$ cat src/rtl/hsbus_pkg.sv
package hsbus_pkg;
    typedef enum logic [1:0] {
        ST_IDLE,
        ST_SETUP,
        ST_STROBE,
        ST_RELEASE
    } hs_state_t;
endpackage

$ cat src/rtl/hsbus_ack_sync.sv
module hsbus_ack_sync #(
    parameter int STAGES = 2
) (
    input  logic clk,
    input  logic rst_n,
    input  logic async_in,
    output logic sync_out
);
    logic [STAGES-1:0] chain;

    always_ff @(posedge clk or negedge rst_n) begin
        if (!rst_n) begin
            chain <= '0;
        end else begin
            chain[0] <= async_in;
            for (int i = 1; i < STAGES; i++) begin
                chain[i] <= chain[i-1];
            end
        end
    end

    assign sync_out = chain[STAGES-1];
endmodule

$ cat src/rtl/hsbus_timer.sv
module hsbus_timer #(
    parameter int LIMIT = 16
) (
    input  logic clk,
    input  logic rst_n,
    input  logic run,
    input  logic restart,
    output logic expired
);
    localparam int CW = $clog2(LIMIT + 1);

    logic [CW-1:0] cnt;

    assign expired = run && (cnt == CW'(LIMIT - 1));

    always_ff @(posedge clk or negedge rst_n) begin
        if (!rst_n) begin
            cnt <= '0;
        end else if (restart || !run) begin
            cnt <= '0;
        end else if (!expired) begin
            cnt <= cnt + 1'b1;
        end
    end
endmodule

$ cat src/rtl/hsbus_fsm.sv
module hsbus_fsm
    import hsbus_pkg::*;
(
    input  logic clk,
    input  logic rst_n,
    input  logic req_valid,
    input  logic ack_s,
    input  logic tmo,
    output logic busy,
    output logic strobe,
    output logic accept,
    output logic capture,
    output logic tmr_run,
    output logic tmr_restart,
    output logic done,
    output logic err
);
    hs_state_t state, state_n;
    logic      err_lat;
    logic      leaving;

    // state register
    always_ff @(posedge clk or negedge rst_n) begin
        if (!rst_n) begin
            state <= ST_IDLE;
        end else begin
            state <= state_n;
        end
    end

    // transitions
    always_comb begin
        state_n = state;
        unique case (state)
            ST_IDLE:    if (req_valid) state_n = ST_SETUP;
            ST_SETUP:   state_n = ST_STROBE;
            ST_STROBE:  if (ack_s || tmo) state_n = ST_RELEASE;
            ST_RELEASE: if (!ack_s || tmo) state_n = ST_IDLE;
            default:    state_n = ST_IDLE;
        endcase
    end

    // combinational outputs
    always_comb begin
        busy        = (state != ST_IDLE);
        strobe      = (state == ST_STROBE);
        accept      = (state == ST_IDLE) && req_valid;
        capture     = (state == ST_STROBE) && ack_s;
        tmr_run     = (state == ST_STROBE) || (state == ST_RELEASE);
        tmr_restart = tmr_run && (state_n != state);
        leaving     = (state == ST_RELEASE) && (state_n == ST_IDLE);
    end

    // registered outputs
    always_ff @(posedge clk or negedge rst_n) begin
        if (!rst_n) begin
            done    <= 1'b0;
            err     <= 1'b0;
            err_lat <= 1'b0;
        end else begin
            done <= leaving;
            err  <= leaving && (err_lat || ack_s);
            if (accept) begin
                err_lat <= 1'b0;
            end else if ((state == ST_STROBE) && !ack_s && tmo) begin
                err_lat <= 1'b1;
            end
        end
    end
endmodule

$ cat src/rtl/hsbus_master.sv
module hsbus_master #(
    parameter int AW          = 16,
    parameter int DW          = 32,
    parameter int SYNC_STAGES = 2,
    parameter int TIMEOUT_CYC = 16
) (
    input  logic          clk,
    input  logic          rst_n,
    input  logic          req_valid,
    input  logic          req_write,
    input  logic [AW-1:0] req_addr,
    input  logic [DW-1:0] req_wdata,
    output logic          busy,
    output logic          done,
    output logic          err,
    output logic [DW-1:0] rd_data,
    output logic [AW-1:0] bus_addr,
    output logic          bus_rnw,
    output logic          bus_strobe,
    output logic [DW-1:0] bus_dout,
    output logic          bus_doe,
    input  logic [DW-1:0] bus_din,
    input  logic          bus_ack
);
    logic ack_s, tmo, accept, capture, tmr_run, tmr_restart;

    hsbus_ack_sync #(.STAGES(SYNC_STAGES)) u_sync (
        .clk(clk), .rst_n(rst_n), .async_in(bus_ack), .sync_out(ack_s)
    );

    hsbus_timer #(.LIMIT(TIMEOUT_CYC)) u_timer (
        .clk(clk), .rst_n(rst_n), .run(tmr_run), .restart(tmr_restart),
        .expired(tmo)
    );

    hsbus_fsm u_fsm (
        .clk(clk), .rst_n(rst_n), .req_valid(req_valid), .ack_s(ack_s),
        .tmo(tmo), .busy(busy), .strobe(bus_strobe), .accept(accept),
        .capture(capture), .tmr_run(tmr_run), .tmr_restart(tmr_restart),
        .done(done), .err(err)
    );

    // request latch: holds the bus fields for the whole handshake
    always_ff @(posedge clk or negedge rst_n) begin
        if (!rst_n) begin
            bus_addr <= '0;
            bus_rnw  <= 1'b1;
            bus_dout <= '0;
        end else if (accept) begin
            bus_addr <= req_addr;
            bus_rnw  <= !req_write;
            bus_dout <= req_wdata;
        end
    end

    always_ff @(posedge clk or negedge rst_n) begin
        if (!rst_n) begin
            rd_data <= '0;
        end else if (capture && bus_rnw) begin
            rd_data <= bus_din;
        end
    end

    assign bus_doe = bus_strobe && !bus_rnw;
endmodule

$ cat config.mk
export PLATFORM = sky130hd
export DESIGN_NAME = hsbus_master
export DESIGN_NICKNAME = d
export VERILOG_FILES = /design/src/rtl/hsbus_pkg.sv /design/src/rtl/hsbus_ack_sync.sv /design/src/rtl/hsbus_timer.sv /design/src/rtl/hsbus_fsm.sv /design/src/rtl/hsbus_master.sv
export SDC_FILE = /design/constraint.sdc
export NUM_CORES = 1
export LEC_CHECK = 0
export CAP_MARGIN = 40
export CORE_UTILIZATION = 43
export DETAILED_ROUTE_END_ITERATION = 12
export PLACE_DENSITY = 0.9
export SETUP_SLACK_MARGIN = 0.1
export SLEW_MARGIN = 15
export SYNTH_ARGS = -nofsm -noshare
export SYNTH_HDL_FRONTEND = slang
export SYNTH_SLANG_ARGS = --single-unit
$ cat constraint.sdc
create_clock -name clk -period 4.1 [get_ports clk]
set_clock_uncertainty 0.15 [all_clocks]
set_input_delay 1.23 -clock clk [delete_from_list [all_inputs] [get_ports clk]]
set_output_delay 1.23 -clock clk [all_outputs]
set_load 0.01 [all_outputs]
==> flow_summary.yaml <==
outcome:
  status: "finished clean"
synthesis:
  syn_inst: 212
  syn_avg_cell_area_um2: 16.5
  yosys_warnings: 0
  ys_ff_latch: 93
  syn_nets: 299
  netlist_area_um2: 3500
  synth-seq-area-share_pct: 66.5
  synth_cell_types: 25
timing:
  finalMaxSlewViolations: 0
  setup_viol: 0
  hold_violations: 0
  worstMarginPinSlew_ns: 0.845
  fin_crit_ns: 3.19
  fin_tns_setup_ns: 0
  hold_ws_ns: 0.218
  rsz0062_at_grt: "false"
  fmaxAchievable_mhz: 314
  maxSlewHeadroom_pct: 43.6
  fin_crit_sh_pct: 77.7
layout:
  seq_area_um2: 2330
  drive_gt1_share_pct: 24.0
  utilization_pct: 70.6
  multi_input_area_um2: 1090
  area_growth_syn_to_layout_pct: 57.5
  fillers: 574
  antenna_cells: 0
  finalNetCount: 475
clock_network:
  cts_buffer_depth: 2
  cts_tree: "done"
  cts_resized: 0
  cts-buffers-inserted: 9
  hold_buffers: 0
  root_buffer: "clkbuf_8"
  clk_pin_slew_ns: 0.08
  htree_levels: 3
  post_cts_buffers: 0
  cts.sinks: 93
  clock_latency_ns: 0.33
floorplan:
  initial_core_util_pct: 44.8
  die_w_um: 92.2
  die_h_um: 92.2
  num_io_pins: 171
  core-area_um2: 7810
  die-area_um2: 8500
  rows: 32
global_route:
  overflow: 0
  antenna_found_initial: 0
  grt_use_total_pct: 18.7
  grt_pass1_vias: 2516
  grt_max_degree: 50
  grt_pass1_wl_um: 12200
setup_path:
  worst-setup-path-type: "reg -> out"
  reg2reg_setup_slack_ns: 1.79
  required_ns: 2.72
  cp_slowest_cell: "clkdlybuf4s50_1"
  path_delay_family: "buffers and inverters"
  startpoint_type: "flop"
  worstPathCellList: "and2b_1, nor2b_1, clkdlybuf4s50_1"
  end_kind: "output pin"
  slowest_delay_ns: 0.55
  cp.arrival_ns: 1.81
  cp_max_fo: 6
  crit_buf_inv: 1
power:
  total_power_mw: 4.02
  power_leakage_nw: 2.31
  power_density_nw_per_um2: 730
  ir_worst_vdd_uv: 368
routing:
  drt_wl_total_um: 7530
  routed_via_density: 4.76
  num_vias: 2351
  wl_per_cell_um: 15.2
  post-route-drc-count: 0
  ant_nets: 0
  first_iter_violations: 51
  dr.pass1.iters: 4
placement:
  numPortBuffers: 170
  hpwl_um: 5630
  globalplace.congestion: 0.695
min_path:
  min_path_type: "reg -> reg"
job:
  drv_cap: 0
[cells by family after synthesis]
logic type               Yosys count  synth area share, %
multiplexers                      81                 26.0
flip-flops                        93                 66.5
AO/OA/AOI/OAI                      5                 1.04
adder cells (fa/ha/maj)            2                0.715
buffers and inverters             12                 2.40
XOR/XNOR                           3                0.751
AND/OR/NAND/NOR                   16                 2.54
[flip-flops by register name (all words and copies together) (netlist names)]
| name | flops |
|---|---|
| u_fsm.err | 1 |
| bus_rnw | 1 |
| bus_dout | 32 |
| bus_addr | 16 |
| u_sync.chain | 2 |
| u_fsm.done | 1 |
| u_fsm.err_lat | 1 |
| u_timer.cnt | 5 |
| u_fsm.state | 2 |
| rd_data | 32 |
[report_power, final]
group | internal, mW | total (mW) | switching [mW]
clock network | 0.341 | 0.627 | 0.286
registers | 1.36 | 1.59 | 0.231
logic | 1.17 | 1.81 | 0.638
[layer usage]
metal	vias to the layer above	wire, µm	GRT usage (%)
met5	-	0	0
met2	92	4040	32.7
met4	0	71	5.73
met3	6	571	7.13
li1	1088	-	-
met1	1165	2850	21.2
[per-stage QoR]
stage / setup slack (ns) / std cells / area (µm²)
finish: 0.913 / 494 / 5510
global route: 0.829 / 494 / 5510
CTS: 0.882 / 494 / 5510
detailed placement: 1.07 / 479 / 5310
global placement: 1.11 / 478 / 5280
floorplan: 1.68 / 212 / 3500
[cells in the mapped netlist, drive strengths merged]
| cell type | count | area [µm²] |
|---|---|---|
| a31oi | 1 | 6.26 |
| nand3 | 2 | 15.0 |
| nand3b | 1 | 7.51 |
| ha | 2 | 25.0 |
| dfstp | 1 | 26.3 |
| xnor2 | 2 | 17.5 |
| mux2i | 1 | 10.0 |
| a21o | 1 | 7.51 |
| nor2b | 1 | 6.26 |
| and3 | 1 | 6.26 |
| buf | 8 | 68.8 |
| nor3b | 1 | 12.5 |
| mux2 | 80 | 901 |
| o211a | 1 | 10.0 |
| dfrtp | 92 | 2300 |
| a21oi | 1 | 5.00 |
| xor2 | 1 | 8.76 |
| o21a | 1 | 7.51 |
| and2b | 1 | 7.51 |
| inv | 4 | 15.0 |
| nor2 | 9 | 33.8 |
[cell type report]
cell class | count | share of cell area (%)
multi-input combinational | 107 | 19.8
clock inverter | 4 | 1.34
clock buffer | 11 | 2.38
inverter | 4 | 0.272
timing repair buffer | 173 | 31.6
tap | 102 | 2.32
sequential | 93 | 42.2
[layout by cell type (no fill, tap or decap)]
cell type	n
a31oi_1	1
buf_4	3
dfstp_2	1
inv_1	4
o21a_1	1
a21o_1	1
buf_16	1
clkinv_2	1
nor3b_4	1
clkinv_4	1
xnor2_1	2
clkbuf_8	9
o211a_1	1
nor2b_1	1
clkbuf_1	2
mux2_2	74
xor2_1	1
dfrtp_1	92
nand3b_1	1
nand3_2	1
a21oi_1	1
and3_1	1
mux2_1	6
bufinv_16	2
ha_1	2
nor2_1	9
mux2i_1	1
nand3_1	1
and2b_1	1
clkdlybuf4s50_1	169
[final timing paths]
| path | from | to | cells past startpoint |
|---|---|---|---|
| min | u_sync.chain[0] | u_sync.chain[1] | 0 |
| max | u_fsm.state[0] | bus_doe | 3 |
| min reg2reg | u_sync.chain[0] | u_sync.chain[1] | 0 |
| max in group asynchronous | rst_n | bus_rnw | 2 |
| min in group asynchronous | rst_n | bus_addr[10] | 1 |
| max reg2reg | u_fsm.state[0] | rd_data[5] | 3 |
(Power assumes the default switching activity.)
